$ cat config.mk
export PLATFORM = sky130hd
export DESIGN_NAME = rdb_barrier_engine
export DESIGN_NICKNAME = d
export VERILOG_FILES = /design/src/rtl/rdb_pkg.sv /design/src/rtl/rdb_peer_map.sv /design/src/rtl/rdb_token_latch.sv /design/src/rtl/rdb_sequencer.sv /design/src/rtl/rdb_barrier_engine.sv
export SDC_FILE = /design/constraint.sdc
export NUM_CORES = 1
export LEC_CHECK = 0
export BUFFER_PORTS_ARGS = -buffer_cell sky130_fd_sc_hd__buf_2
export CAP_MARGIN = 0
export CORE_ASPECT_RATIO = 1.1
export CORE_UTILIZATION = 55
export CTS_CLUSTER_SIZE = 14
export DETAILED_ROUTE_END_ITERATION = 8
export GPL_ROUTABILITY_DRIVEN = 0
export PLACE_DENSITY = 0.83
export SYNTH_ARGS = -nofsm -noshare
export SYNTH_HDL_FRONTEND = slang
export SYNTH_SLANG_ARGS = --single-unit
$ cat constraint.sdc
create_clock -name clk -period 4.1 [get_ports clk]
set_input_delay 0.205 -clock clk [delete_from_list [all_inputs] [get_ports clk]]
set_output_delay 0.205 -clock clk [all_outputs]
set_load 0.02 [all_outputs]
$ cat src/rtl/rdb_pkg.sv
package rdb_pkg;

  typedef enum logic [2:0] {
    ST_IDLE,
    ST_PRE_TX,
    ST_PRE_RX,
    ST_STEP_TX,
    ST_STEP_RX,
    ST_POST_TX
  } rdb_state_e;

  function automatic int floor_log2(input int v);
    int r;
    r = 0;
    for (int i = 0; i < 30; i++)
      if ((1 << (i + 1)) <= v) r = i + 1;
    return r;
  endfunction

  function automatic int bits_for(input int v);
    return (v <= 1) ? 1 : $clog2(v);
  endfunction

endpackage

$ cat src/rtl/rdb_peer_map.sv
module rdb_peer_map #(
  parameter int NUM_RANKS = 6,
  parameter int RANK_W    = 3,
  parameter int STEP_W    = 1,
  parameter int CORE_N    = 4
) (
  input  logic [RANK_W-1:0] my_rank,
  input  logic [STEP_W-1:0] step,
  output logic [RANK_W-1:0] step_peer,
  output logic [RANK_W-1:0] fold_peer,
  output logic              is_extra,
  output logic              has_fold
);
  localparam logic [RANK_W-1:0] CORE_R = RANK_W'(CORE_N);

  always_comb begin
    is_extra  = int'(my_rank) >= CORE_N;
    has_fold  = !is_extra && ((int'(my_rank) + CORE_N) < NUM_RANKS);
    fold_peer = is_extra ? (my_rank - CORE_R) : (my_rank + CORE_R);
    step_peer = my_rank ^ RANK_W'(32'd1 << step);
  end
endmodule

$ cat src/rtl/rdb_token_latch.sv
module rdb_token_latch #(
  parameter int NUM_RANKS = 6
) (
  input  logic                 clk,
  input  logic                 rst,
  input  logic [NUM_RANKS-1:0] arrive,
  input  logic [NUM_RANKS-1:0] consume,
  output logic [NUM_RANKS-1:0] pending
);
  always_ff @(posedge clk) begin
    if (rst) pending <= '0;
    else     pending <= (pending & ~consume) | arrive;
  end
endmodule

$ cat src/rtl/rdb_sequencer.sv
module rdb_sequencer
  import rdb_pkg::*;
#(
  parameter int NUM_RANKS = 6,
  parameter int RANK_W    = 3,
  parameter int STEP_W    = 1,
  parameter int LOG_N     = 2
) (
  input  logic                 clk,
  input  logic                 rst,
  input  logic                 start,
  input  logic [RANK_W-1:0]    step_peer,
  input  logic [RANK_W-1:0]    fold_peer,
  input  logic                 is_extra,
  input  logic                 has_fold,
  input  logic [NUM_RANKS-1:0] pending,
  output logic [STEP_W-1:0]    step,
  output logic [NUM_RANKS-1:0] consume,
  output logic                 tok_valid,
  output logic [RANK_W-1:0]    tok_dest,
  output logic                 done
);
  rdb_state_e        state;
  logic [RANK_W-1:0] peer_sel;
  logic              peer_hit;

  always_comb begin
    peer_sel = (state == ST_STEP_RX) ? step_peer : fold_peer;
    peer_hit = ((state == ST_PRE_RX) || (state == ST_STEP_RX)) && pending[peer_sel];
    consume  = '0;
    if (peer_hit) consume[peer_sel] = 1'b1;
  end

  always_ff @(posedge clk) begin
    if (rst) begin
      state     <= ST_IDLE;
      step      <= '0;
      tok_valid <= 1'b0;
      tok_dest  <= '0;
      done      <= 1'b0;
    end else begin
      tok_valid <= 1'b0;
      done      <= 1'b0;
      case (state)
        ST_IDLE: if (start) begin
          step <= '0;
          if (is_extra)        state <= ST_PRE_TX;
          else if (has_fold)   state <= ST_PRE_RX;
          else if (LOG_N == 0) done  <= 1'b1;
          else                 state <= ST_STEP_TX;
        end
        ST_PRE_TX: begin
          tok_valid <= 1'b1;
          tok_dest  <= fold_peer;
          state     <= ST_PRE_RX;
        end
        ST_PRE_RX: if (peer_hit) begin
          if (is_extra) begin
            done  <= 1'b1;
            state <= ST_IDLE;
          end else begin
            state <= ST_STEP_TX;
          end
        end
        ST_STEP_TX: begin
          tok_valid <= 1'b1;
          tok_dest  <= step_peer;
          state     <= ST_STEP_RX;
        end
        ST_STEP_RX: if (peer_hit) begin
          if (int'(step) == LOG_N - 1) begin
            state <= has_fold ? ST_POST_TX : ST_IDLE;
            done  <= !has_fold;
          end else begin
            step  <= step + 1'b1;
            state <= ST_STEP_TX;
          end
        end
        ST_POST_TX: begin
          tok_valid <= 1'b1;
          tok_dest  <= fold_peer;
          done      <= 1'b1;
          state     <= ST_IDLE;
        end
        default: state <= ST_IDLE;
      endcase
    end
  end
endmodule

$ cat src/rtl/rdb_barrier_engine.sv
module rdb_barrier_engine #(
  parameter int NUM_RANKS = 6,
  parameter int RANK_W    = rdb_pkg::bits_for(NUM_RANKS)
) (
  input  logic                 clk,
  input  logic                 rst,
  input  logic [RANK_W-1:0]    my_rank,
  input  logic                 start,
  input  logic [NUM_RANKS-1:0] tok_in,
  output logic                 tok_valid,
  output logic [RANK_W-1:0]    tok_dest,
  output logic                 done
);
  localparam int LOG_N  = rdb_pkg::floor_log2(NUM_RANKS);
  localparam int CORE_N = 1 << LOG_N;
  localparam int STEP_W = rdb_pkg::bits_for(LOG_N);

  logic [STEP_W-1:0]    step;
  logic [RANK_W-1:0]    step_peer, fold_peer;
  logic                 is_extra, has_fold;
  logic [NUM_RANKS-1:0] pending, consume;

  rdb_peer_map #(
    .NUM_RANKS(NUM_RANKS), .RANK_W(RANK_W), .STEP_W(STEP_W), .CORE_N(CORE_N)
  ) peer_i (
    .my_rank(my_rank), .step(step), .step_peer(step_peer),
    .fold_peer(fold_peer), .is_extra(is_extra), .has_fold(has_fold)
  );

  rdb_token_latch #(.NUM_RANKS(NUM_RANKS)) latch_i (
    .clk(clk), .rst(rst), .arrive(tok_in), .consume(consume), .pending(pending)
  );

  rdb_sequencer #(
    .NUM_RANKS(NUM_RANKS), .RANK_W(RANK_W), .STEP_W(STEP_W), .LOG_N(LOG_N)
  ) seq_i (
    .clk(clk), .rst(rst), .start(start), .step_peer(step_peer),
    .fold_peer(fold_peer), .is_extra(is_extra), .has_fold(has_fold),
    .pending(pending), .step(step), .consume(consume),
    .tok_valid(tok_valid), .tok_dest(tok_dest), .done(done)
  );
endmodule

### Word-level counts from Yosys, hierarchy flattened

Index checks and enable logic that the tools add are counted.
Widths: inputs -> output; s select.

| word-level totals | value |
|---|---|
| register bits | 15 |
| input port bits | 12 |
| word-level logic and storage cells | 67 |

| operators by class | value |
|---|---|
| add/subtract/negate cells | 4 |
| $lt $le $gt $ge | 4 |
| equality and inequality tests | 8 |
| shift operators | 1 |
| multiplexer cells | 27 |
| bitwise operators | 4 |
| reductions and logical operators | 13 |

Operators with widths:

| cell | count |
|---|---|
| $lt 32x4->1 const B | 1 |
| $mux 3 | 8 |
| $pmux 3 s5 | 1 |
| $mux 1 | 11 |
| $and 6x6->6 | 1 |
| $eq 3x2->1 const B | 2 |
| $eq 3x3->1 const B | 2 |
| $mux 6 | 1 |
| $not 6->6 | 1 |
| $or 6x6->6 | 1 |
| $pmux 3 s2 | 1 |
| $reduce_and 3->1 | 2 |
| $add 3x3->4 const B | 1 |
| $lt 3x4->1 const B | 1 |
| $ne 2x1->1 const B | 2 |
| $reduce_bool 2->1 | 2 |
| $add 3x3->3 const B | 1 |
| $bmux 1 s3 | 1 |
| $demux 1 s3 | 1 |
| $eq 3x1->1 const B | 1 |
| $ge 3x1->1 const B | 1 |
| $ge 3x3->1 const B | 1 |
| $logic_and 1x1->1 | 3 |
| $logic_not 3->1 | 1 |
| 12 further kinds | 13 |

### Depth between registers and ports, before layout

Gate-level depths: netlist of run 1.

| logic depth | value |
|---|---|
| depth after elaboration | 11 |
| mapped depth | 8 |
| gate-level depth less buffers | 6 |

### Modules after synthesis

Synthesis of run 1 repeated with hierarchy kept, for this count alone.

| second synthesis, totals | value |
|---|---|
| cell total of the unflattened synthesis | 127 |
| area total of the unflattened synthesis | 1033.5 um2 |

By module, submodules not included:

| module | times used | cells each | area each (um2) | sequential area each (um2) |
|---|---|---|---|---|
| rdb_sequencer | 1 | 95 | 726.9 | 180.2 |
| rdb_token_latch | 1 | 24 | 255.2 | 120.1 |
| rdb_peer_map | 1 | 8 | 51.3 | 0.0 |

### Worst setup path after synthesis of run 1

Ideal clock, no wire load.

| timing path | value |
|---|---|
| kind | reg-to-reg |
| start point | register seq_i.state[1] |
| end point | register seq_i.state[1] |
| setup time | 0.131 ns |
| arrival time | 1.722 ns |
| data required time | 3.969 ns |
| setup slack | 2.246 ns |
| stages on the path, launching flop included | 8 |
| buffers on the path | 1 |
| clock period less this slack | 1.854 ns |
| cells stage by stage | dfxtp_1 -> buf_6 -> nor4b_4 -> xnor2_2 -> mux2i_1 -> a221oi_4 -> mux2i_1 -> nor3_1 |

| on the way | value |
|---|---|
| longest elaborated chain between the ends | 7 |
| elaborated cells on any way between the ends | 15 |

RTL lines:

| item | line | text |
|---|---|---|
| start: declaration | rdb_sequencer.sv:23 | `rdb_state_e state;` |
| start signal: assignment | rdb_sequencer.sv:72 | `state <= has_fold ? ST_POST_TX : ST_IDLE;` |
| $eq 3x3->1 | rdb_sequencer.sv:28, rdb_sequencer.sv:29, rdb_sequencer.sv:44 |  |
| $mux 3 | rdb_sequencer.sv:28 | `peer_sel = (state == ST_STEP_RX) ? step_peer : fold_peer;` |
| $bmux 1 s3 | rdb_sequencer.sv:29 | `peer_hit = ((state == ST_PRE_RX) \|\| (state == ST_STEP_RX)) && pending[peer_sel];` |
| $mux 1 (not written as such) | rdb_sequencer.sv:29 |  |
| $logic_and 1x1->1 | rdb_sequencer.sv:29 |  |
| $ne 2x1->1 (no source line) | n/a |  |
| $reduce_and 3->1 (no source line) | n/a |  |

Parallel ways exist; a longest one is shown, timed or not. The select of a mux whose other input is x is not followed.
A chain may end at the register's enable or synchronous reset.

### Worst setup path after layout of run 1

| timing path | value |
|---|---|
| start point | register seq_i.state[2] |
| end point | register seq_i.state[1] |

The elaborated chain is that of the path after synthesis.

==> impl_metrics.py, run 1 <==
metrics = {
    "yosys": {
        "synthesis.nets": 146,
        "synth.avg_cell_area_um2": 7.76,
        "ys_seq_area_share_pct": 28.9,
        "synthCells": 134,
        "synth_cell_types": 42,
        "ys.warnings.count": 0,
        "synth_largest_area_cell": "dfxtp_1",
        "synthesis.area_um2": 1040,
        "synth-seq-cells": 15,
        "synthTopCellsByArea": "dfxtp_1, a21oi_1, mux2i_1",
        "yosys.area.top_type_share_pct": 28.9,
    },
    "critical_path": {
        "reg2reg_from": "seq_i.state[2]",
        "critPathLaunchType": "register",
        "cp_slowest_cell": "dfxtp_1",
        "cp.required_ns": 4.31,
        "crit_end": "seq_i.state[1]",
        "r2r_end": "seq_i.state[1]",
        "crit_fanout": 19,
        "rr_worst_depth": 6,
        "crit_path_start": "seq_i.state[2]",
        "endpoint_kind": "register",
        "rrSetupSlack_ns": 1.75,
        "arrival_ns": 2.56,
        "crit_chain": "nor3b_1, o211ai_1, a22oi_1, a221oi_4, mux2i_1, nor3_1",
        "crit_type": "register to register",
        "crit_path_max_incr_delay_ns": 0.70,
    },
    "placed_design": {
        "dp.final_hpwl_mm": 1.52,
        "portBuffers": 16,
    },
    "drt": {
        "ant_nets": 0,
        "drc": 2,
        "drt_iter0_markers": 26,
        "routed_wl_mm": 2.19,
        "vias": 953,
        "drtPass1Iterations": 6,
        "wl_per_cell_um": 13.7,
        "viasPerCell": 5.96,
    },
    "pwr": {
        "power.leakage_nw": 0.439,
        "finalPower_w": 0.000377,
        "vdd_drop_max_v": 0.000234,
        "powerDensity_nw_per_um2": 344,
    },
    "clock_network": {
        "ctsHoldBuffers": 0,
        "cts_root_buf": "clkbuf_4",
        "htreeDepth": 1,
        "cts_resized": 0,
        "cts_buffer_depth": 2,
        "path_clk_slew_ns": 0.10,
        "numClockSinks": 15,
        "clock_latency_ns": 0.29,
        "post_cts_buffers": 0,
        "cts_tree": "yes",
        "numCtsBuffers": 3,
    },
    "run_status": {
        "violations": "DRC",
        "status": "finished, violations left",
    },
    "die": {
        "die_w_um": 43.5,
        "rows": 16,
        "die_h_um": 47.6,
        "start_util_pct": 58.4,
        "core-area_um2": 1780,
        "die_area_um2": 2070,
        "io_pins": 17,
    },
    "global_route": {
        "grt_pass1_vias": 725,
        "antenna_found_initial": 0,
        "grt_use_total_pct": 21.3,
        "grt_max_degree": 23,
        "grt_pass1_wl_mm": 3.27,
        "overflow": 0,
    },
    "layout": {
        "drive_gt1_share_pct": 17.6,
        "nets": 155,
        "syn_to_final_growth_pct": 5.42,
        "fill_cells": 158,
        "diodes": 0,
    },
    "min_path": {
        "hp-class": "input pin to register",
        "hold_start": "tok_in[2]",
    },
    "timing": {
        "fmax_ghz": 0.426,
        "finalHoldViolCount": 0,
        "final.period_utilization_pct": 57.3,
        "period_minus_slack_ns": 2.35,
        "rsz0062_at_grt": "false",
        "slew_violations": 0,
        "setup_viol": 0,
        "setup_tns_ns": 0,
        "finalClockSkew_ns": 0.00406,
        "worst_pin_slew_ns": 0.727,
        "slew_headroom_pct": 51.5,
    },
    "flow_run": {
        "max_cap_viol_count": 0,
    },
}
-- synthesized netlist by cell type, drive strengths merged --
cell      n
o41ai     1
a211oi    1
dfxtp    15
o31ai     2
inv      10
or2       1
xnor2     2
mux2i     7
a221oi    1
o21bai    1
nand3     5
nand2b    4
or3b      1
o211ai    1
nor3      3
buf       6
o21ai    14
o22a      1
o2111ai   1
o22ai     1
clkbuf    6
a22o      1
a311o     1
nor3b     1
nand3b    1
and2      1
nand2    14
and2b     2
a22oi     2
a2111oi   1
nor2b     1
a21oi    15
nor2      7
nor4b     1
a21o      1
o21a      1
-- sequential cells by signal, indices dropped and copies added (netlist names) --
signal / cells
seq_i.tok_valid: 1
seq_i.done: 1
seq_i.step: 1
seq_i.tok_dest: 3
latch_i.pending: 6
seq_i.state: 3
-- per-stage QoR --
stage / setup slack, ns / area [µm²] / hold slack [ns] / util, % / cells
final: 1.75 / 1100 / 0.133 / 61.5 / 160
after global routing: 1.59 / 1100 / 0.145 / 61.5 / 160
after CTS: 1.76 / 1100 / 0.136 / 61.5 / 160
after detailed placement: 1.81 / 1070 / 0.445 / 60.0 / 156
after global placement: 1.88 / 1070 / 0.440 / 60.0 / 156
after floorplan: 2.25 / 1040 / 0.282 / - / 134
-- placed cells by master (no fill, tap or decap), drive strengths merged, types with 2 or more instances in the layout --
| cell type | n |
|---|---|
| nor2 | 7 |
| and2b | 2 |
| o21ai | 14 |
| nand2b | 4 |
| dfxtp | 15 |
| a21oi | 15 |
| o31ai | 2 |
| nand2 | 14 |
| nand3 | 5 |
| nor3 | 3 |
| buf | 16 |
| inv | 10 |
| mux2i | 7 |
| xnor2 | 2 |
| clkbuf | 4 |
| a22oi | 2 |
-- final cells by class --
cell class	count	area [µm²]	share of cell area, %
Clock buffer	4	26.3	2.40
Inverter	10	37.5	3.42
Multi-Input combinational cell	97	629	57.4
Sequential cell	15	300	27.4
Tap cell	18	22.5	2.05
Timing Repair Buffer	16	80.1	7.31
-- cell families after synthesis --
kind of cell | after synthesis | share of synthesized area (%)
compound gates | 46 | 29.2
simple gates | 42 | 22.1
buf+inv | 22 | 10.6
xor+xnor | 2 | 2.41
flops | 15 | 28.9
mux | 7 | 6.74
-- power breakdown --
group	total (W)	switching, W	internal (W)
clock	0.0000899	0.0000520	0.0000379
combinational	0.000101	0.0000569	0.0000444
sequential	0.000186	0.0000267	0.000160
total	0.000377	0.000135	0.000242
-- worst max-delay path: cells and delay by family, from the launching register on --
family             cells  cell delay [ns]
muxes                  1             0.16
DFF                    1             0.70
AOI/OAI and AO/OA      3             0.62
and+or+nand+nor        2             0.78
-- worst min path at each step --
stage                              end  slack (ns)  cells after the start
floorplan                   seq_i.done        0.28                      1
global placement    latch_i.pending[0]        0.44                      3
detailed placement  latch_i.pending[3]        0.45                      3
CTS                 latch_i.pending[3]        0.14                      3
global route        latch_i.pending[4]        0.15                      3
finish              latch_i.pending[2]        0.13                      3
-- layer usage --
layer / up-vias / track usage, % / share of wire, %
met2: 21 / 35.5 / 49
met3: 5 / 2.26 / 2.6
met5: - / 0 / 0
li1: 489 / - / -
met4: 0 / 11.3 / 1.6
met1: 438 / 27.9 / 47
(Power assumes the default switching activity.)
==> run 2, diff against run 1 <==
--- a/config.mk
+++ b/config.mk
@@ -5,14 +5,15 @@
 export SDC_FILE = /design/constraint.sdc
 export NUM_CORES = 1
 export LEC_CHECK = 0
+export ABC_AREA = 1
 export BUFFER_PORTS_ARGS = -buffer_cell sky130_fd_sc_hd__buf_2
 export CAP_MARGIN = 0
 export CORE_ASPECT_RATIO = 1.1
-export CORE_UTILIZATION = 55
+export CORE_UTILIZATION = 54
 export CTS_CLUSTER_SIZE = 14
 export DETAILED_ROUTE_END_ITERATION = 8
 export GPL_ROUTABILITY_DRIVEN = 0
-export PLACE_DENSITY = 0.83
+export PLACE_DENSITY = 0.82
 export SYNTH_ARGS = -nofsm -noshare
 export SYNTH_HDL_FRONTEND = slang
 export SYNTH_SLANG_ARGS = --single-unit
==> constraint.sdc (replaced) <==
create_clock -name clk -period 2.2 [get_ports clk]
set_input_delay 0.11 -clock clk [delete_from_list [all_inputs] [get_ports clk]]
set_output_delay 0.11 -clock clk [all_outputs]
set_load 0.02 [all_outputs]
==> run 2 against run 1 <==
The flow now finishes without violations. Synthesized cell count rose by 13%. Via count rose by 4.9%. Count of clock-buffer cells in the layout fell by 1. Routed wire length fell by 1.3%. Total power rose by 110%. Critical path depth rose by 5. Area after synthesis fell by 4.5%.
==> impl_metrics.py, run 2 <==
metrics = {
    "global_route": {
        "grt_use_total_pct": 24.0,
        "overflow": 0,
        "grt_pass1_vias": 908,
        "grt_max_degree": 14,
        "antenna_found_initial": 0,
        "grt_pass1_wl_mm": 3.63,
    },
    "yosys": {
        "postSynth.asyncResetShare_pct": 0,
        "ys_seq_area_share_pct": 30.2,
        "synthCells": 152,
        "synth-seq-cells": 15,
        "synth_common_cells": "nand2_1, inv_1, dfxtp_1, nor2_1",
        "synthesis.area_um2": 993,
        "synth.avg_cell_area_um2": 6.54,
        "ys.flop_type": "dfxtp_1",
        "synth_edf_count": 0,
        "yosys.area.top_type_share_pct": 30.2,
        "post-synth-top-count-cell": "nand2_1",
        "synth_cell_types": 23,
        "synthTopCellsByArea": "dfxtp_1, nand2_1, inv_1",
        "ys.warnings.count": 0,
        "synth_largest_area_cell": "dfxtp_1",
        "synthesis.nets": 164,
    },
    "drt": {
        "routed_wl_mm": 2.17,
        "viasPerCell": 5.32,
        "ant_nets": 0,
        "wl_per_cell_um": 11.5,
        "drc": 0,
        "drtPass1Iterations": 4,
        "vias": 1000,
        "drt_iter0_markers": 53,
    },
    "critical_path": {
        "arrival_ns": 1.84,
        "crit_path_start": "seq_i.state[2]",
        "rr_worst_depth": 11,
        "crit_fanout": 7,
        "r2r_end": "latch_i.pending[4]",
        "crit_end": "latch_i.pending[4]",
        "rrSetupSlack_ns": 0.54,
        "endpoint_kind": "register",
        "crit_type": "register to register",
        "critPathLaunchType": "register",
        "reg2reg_from": "seq_i.state[2]",
        "cp.required_ns": 2.38,
    },
    "timing": {
        "rsz0062_at_grt": "false",
        "slew_violations": 0,
        "final.period_utilization_pct": 75.6,
        "finalClockSkew_ns": 0.00440,
        "setup_tns_ns": 0,
        "slew_headroom_pct": 76.6,
        "worst_pin_slew_ns": 0.348,
        "setup_viol": 0,
        "finalHoldViolCount": 0,
        "period_minus_slack_ns": 1.66,
        "fmax_ghz": 0.601,
    },
    "pwr": {
        "vdd_drop_max_v": 0.000550,
        "powerDensity_nw_per_um2": 718,
        "power.leakage_nw": 0.578,
    },
    "min_path": {
        "hold_depth": 3,
        "hp-class": "input pin to register",
    },
    "layout": {
        "largestRegisters": "latch_i.pending (6), seq_i.state (3), seq_i.tok_dest (3)",
        "syn_to_final_growth_pct": 12.6,
        "diodes": 0,
        "fill_cells": 150,
        "fin_util_pct": 67.7,
        "nets": 184,
        "final_cell_area_um2": 1120,
        "final_common_cell": "nand2_1",
        "largest_register": "latch_i.pending",
        "fin_cells": 188,
        "drive_gt1_share_pct": 28.1,
        "mostFrequentLayoutCells": "nand2_1, inv_1, buf_2",
        "largest_reg_flops": 6,
    },
    "clock_network": {
        "cts_buffer_depth": 2,
        "cts_tree": "yes",
        "ctsHoldBuffers": 0,
        "post_cts_buffers": 0,
        "cts_resized": 0,
        "numCtsBuffers": 3,
        "clock_latency_ns": 0.29,
        "path_clk_slew_ns": 0.10,
        "htreeDepth": 1,
        "numClockSinks": 15,
        "cts_root_buf": "clkbuf_4",
    },
    "die": {
        "die_area_um2": 2020,
        "start_util_pct": 60.2,
        "die_h_um": 47.0,
        "die_w_um": 42.9,
        "core-area_um2": 1650,
        "io_pins": 17,
        "rows": 15,
    },
    "run_status": {
        "status": "completed",
    },
    "flow_run": {
        "max_cap_viol_count": 0,
    },
    "placed_design": {
        "dp.final_hpwl_mm": 1.71,
        "portBuffers": 16,
        "dp.cells": 184,
        "placedInstanceArea_um2": 1090,
    },
}
run 2: cell count changes in the layout (fill, tap and decap cells not counted), moves of 5 or more:
cell     before  now
mux2i_1       7    0
nand2_2       0   10
o21ai_0      14    5
inv_1        10   24
a21oi_1      15   10
nand4_1       0    7
nand2_1      14   36
nor2_1        7   14
run 2: metal layers:
layer  GRT usage, %  part of all wire (%)
met5              0                     0
met4           8.75                  0.74
met3           5.38                   8.3
met2           43.3                    49
met1           28.3                    42
run 2: cell families after synthesis:
group / count (synthesis) / synth area share, %
simple gates: 88 / 47.2
buf+inv: 29 / 11.0
compound gates: 20 / 11.6
flops: 15 / 30.2
run 2: where the power goes:
part | leakage [nW] | switching [W] | internal, W
logic | 0.436 | 0.000206 | 0.0000996
clock network | 0.0177 | 0.0000980 | 0.0000676
registers | 0.124 | 0.0000255 | 0.000306
run 2: critical path, stage by stage, from the launching register on:
cell     delay, ns
dfxtp_1       0.51
inv_2         0.12
nor2_8        0.16
nand2_4       0.08
nand2_4       0.10
nand2_1       0.07
nand3_2       0.09
nand2_2       0.07
inv_2         0.09
nand4_1       0.10
nand2_1       0.09
a21oi_1       0.06
run 2: final cells by class:
type                    count  area (µm²)  area share [%]
multi-input cells         108         584            52.2
clock buffers               3        22.5            2.01
clock inverters             1        5.00           0.447
well taps                  17        21.3            1.90
flip-flops and latches     15         300            26.8
repair buffers             16        80.1            7.16
inverters                  28         105            9.40
run 2: worst min-delay path by stage:
stage / startpoint / endpoint / slack [ns]
2_1_floorplan: rst / seq_i.state[0] / 0.18
3_3_place_gp: tok_in[2] / latch_i.pending[2] / 0.35
3_5_place_dp: tok_in[2] / latch_i.pending[2] / 0.35
4_1_cts: tok_in[2] / latch_i.pending[2] / 0.04
5_1_grt: tok_in[1] / latch_i.pending[1] / 0.04
6_report: tok_in[2] / latch_i.pending[2] / 0.04
run 2: metrics by stage:
step	hold slack (ns)	power (W)	worst slack, ns
floorplan	0.179	0.000572	0.768
global placement	0.348	0.000633	0.610
detailed placement	0.352	0.000639	0.561
CTS	0.0392	0.000806	0.553
global route	0.0435	0.000862	0.324
finish	0.0425	0.000803	0.537
==> run 3, diff against run 2 <==
--- a/config.mk
+++ b/config.mk
@@ -5,15 +5,15 @@
 export SDC_FILE = /design/constraint.sdc
 export NUM_CORES = 1
 export LEC_CHECK = 0
-export ABC_AREA = 1
+export ABC_AREA = 0
 export BUFFER_PORTS_ARGS = -buffer_cell sky130_fd_sc_hd__buf_2
 export CAP_MARGIN = 0
 export CORE_ASPECT_RATIO = 1.1
-export CORE_UTILIZATION = 54
+export CORE_UTILIZATION = 49
 export CTS_CLUSTER_SIZE = 14
 export DETAILED_ROUTE_END_ITERATION = 8
 export GPL_ROUTABILITY_DRIVEN = 0
-export PLACE_DENSITY = 0.82
+export PLACE_DENSITY = 0.79
 export SYNTH_ARGS = -nofsm -noshare
 export SYNTH_HDL_FRONTEND = slang
 export SYNTH_SLANG_ARGS = --single-unit
==> constraint.sdc (replaced) <==
create_clock -name clk -period 1.5 [get_ports clk]
set_input_delay 0.075 -clock clk [delete_from_list [all_inputs] [get_ports clk]]
set_output_delay 0.075 -clock clk [all_outputs]
set_load 0.02 [all_outputs]
==> run 3 against run 2 <==
The run now ends with setup timing left. Count of clock-buffer cells in the layout increased by 1. Combinational power increased by 44%. Flip-flop and latch count unchanged. Largest cell class unchanged. Largest power group unchanged.
==> impl_metrics.py, run 3 (synthesis results as in run 1) <==
metrics = {
    "layout": {
        "drive_gt1_share_pct": 37.1,
        "largestRegisters": "latch_i.pending (6), seq_i.state (3), seq_i.tok_dest (3)",
        "fin_util_pct": 70.0,
        "largest_register": "latch_i.pending",
        "final_cell_area_um2": 1400,
        "largest_reg_flops": 6,
        "nets": 183,
        "mostFrequentLayoutCells": "buf_4, buf_2, a21oi_1",
        "final_common_cell": "buf_4",
        "fin_cells": 198,
        "syn_to_final_growth_pct": 34.7,
        "diodes": 0,
    },
    "die": {
        "rows": 17,
        "die_h_um": 50.3,
        "die_area_um2": 2310,
        "start_util_pct": 52.0,
        "io_pins": 17,
        "die_w_um": 45.9,
        "core-area_um2": 2000,
    },
    "clock_network": {
        "numClockSinks": 15,
        "cts_tree": "yes",
        "cts_buffer_depth": 2,
        "path_clk_slew_ns": 0.09,
        "clock_latency_ns": 0.30,
        "numCtsBuffers": 3,
        "cts_root_buf": "clkbuf_4",
        "htreeDepth": 1,
    },
    "global_route": {
        "overflow": 0,
        "grt_use_total_pct": 27.2,
        "grt_pass1_vias": 1031,
        "grt_pass1_wl_mm": 4.52,
        "antenna_found_initial": 0,
        "grt_max_degree": 17,
    },
    "min_path": {
        "hp-class": "input pin to register",
    },
    "drt": {
        "ant_nets": 0,
        "drc": 0,
        "drt_iter0_markers": 48,
        "wl_per_cell_um": 14.0,
        "routed_wl_mm": 2.77,
        "drtPass1Iterations": 4,
        "vias": 1112,
        "viasPerCell": 5.62,
    },
    "timing": {
        "period_minus_slack_ns": 1.96,
        "setup_viol": 11,
        "slew_violations": 0,
        "rsz0062_at_grt": "true",
        "final.period_utilization_pct": 131,
        "fmax_ghz": 0.510,
        "worst_pin_slew_ns": 0.574,
        "finalHoldViolCount": 0,
        "finalClockSkew_ns": 0.00184,
        "fin_ws_ns": -0.463,
        "slew_headroom_pct": 60.7,
    },
    "critical_path": {
        "critPathLaunchType": "register",
        "crit_fanout": 5,
        "endpoint_kind": "register",
        "crit_type": "register to register",
        "arrival_ns": 2.14,
        "cp.required_ns": 1.68,
    },
    "run_status": {
        "violations": "setup timing",
        "status": "finished, violations left",
    },
    "pwr": {
        "p_seq_share_pct": 40.9,
        "powerDensity_nw_per_um2": 836,
        "combinationalPowerShare_pct": 37.7,
        "power_switching_w": 0.000422,
        "p_int_w": 0.000748,
        "switching_share_pct": 36.0,
        "vdd_drop_max_v": 0.000690,
        "clockPowerShare_pct": 21.4,
        "power.leakage_nw": 0.587,
    },
    "placed_design": {
        "portBuffers": 16,
        "dp.final_hpwl_mm": 1.98,
        "placedInstanceArea_um2": 1260,
        "dp.cells": 186,
    },
    "flow_run": {
        "max_cap_viol_count": 0,
    },
}
run 3: cell count changes in the layout (fill, tap and decap cells not counted), moves of 7 or more:
cell,delta
nand4_1,-7
nand2_1,-23
nor2_1,-7
buf_4,+23
nand2_2,-9
inv_1,-14
run 3: path summary, 6_finish.rpt:
| kind | start | endpoint | slack [ns] | cells after the start |
|---|---|---|---|---|
| max | seq_i.state[1] | seq_i.state[1] | -0.46 | 6 |
| min | tok_in[3] | latch_i.pending[3] | 0.01 | 3 |
| max reg2reg | seq_i.state[1] | seq_i.state[1] | -0.46 | 6 |
| min reg2reg | latch_i.pending[4] | latch_i.pending[4] | 0.49 | 2 |
run 3: critical path: stages (launching register included):
cell and delay (ns):
dfxtp_4 0.38, nor4b_4 0.35, xnor2_2 0.18, mux2i_2 0.21, a221oi_4 0.40, mux2i_1 0.27, nor3_2 0.06
run 3: timing repair:
item                                   in CTS  in global routing
pin swaps                                  13                 15
gates resized for setup                     9                  5
setup endpoints to repair                  11                 11
buffers inserted                            3                  2
endpoints found under the hold margin       4                  0
hold buffers                                4                  0
run 3: layout make-up:
cell class              count  area (µm²)
clock buffers               4        26.3
flip-flops and latches     15         310
inverters                  10        37.5
multi-input cells          97         687
repair buffers             44         304
well taps                  28        35.0
fillers                   160         599
run 3: power by group through the flow:
stage                     logic [W]  clock network [W]  registers (W)
after floorplan            0.000265                  0       0.000486
after global placement     0.000384                  0       0.000474
after detailed placement   0.000400                  0       0.000478
after CTS                  0.000422           0.000255       0.000473
after global routing       0.000477           0.000276       0.000481
final                      0.000441           0.000251       0.000478
run 3: layer usage:
metal	global-route usage [%]	up-vias	share of wire, %
met5	0	-	0
met4	14.7	0	2.5
met3	6.83	7	4.0
met2	45.3	37	51
met1	30.4	526	42
li1	-	542	-
run 3: per-stage QoR:
step                      setup TNS [ns]  hold slack (ns)  power [W]  setup slack, ns
after global routing               -4.64          0.00856    0.00123           -0.541
after CTS                          -3.34           0.0101    0.00115           -0.375
after global placement             -3.45            0.310   0.000859           -0.382
after detailed placement           -4.40            0.318   0.000879           -0.458
final                              -3.63           0.0112    0.00117           -0.463
after floorplan                    -2.43            0.152   0.000752           -0.306
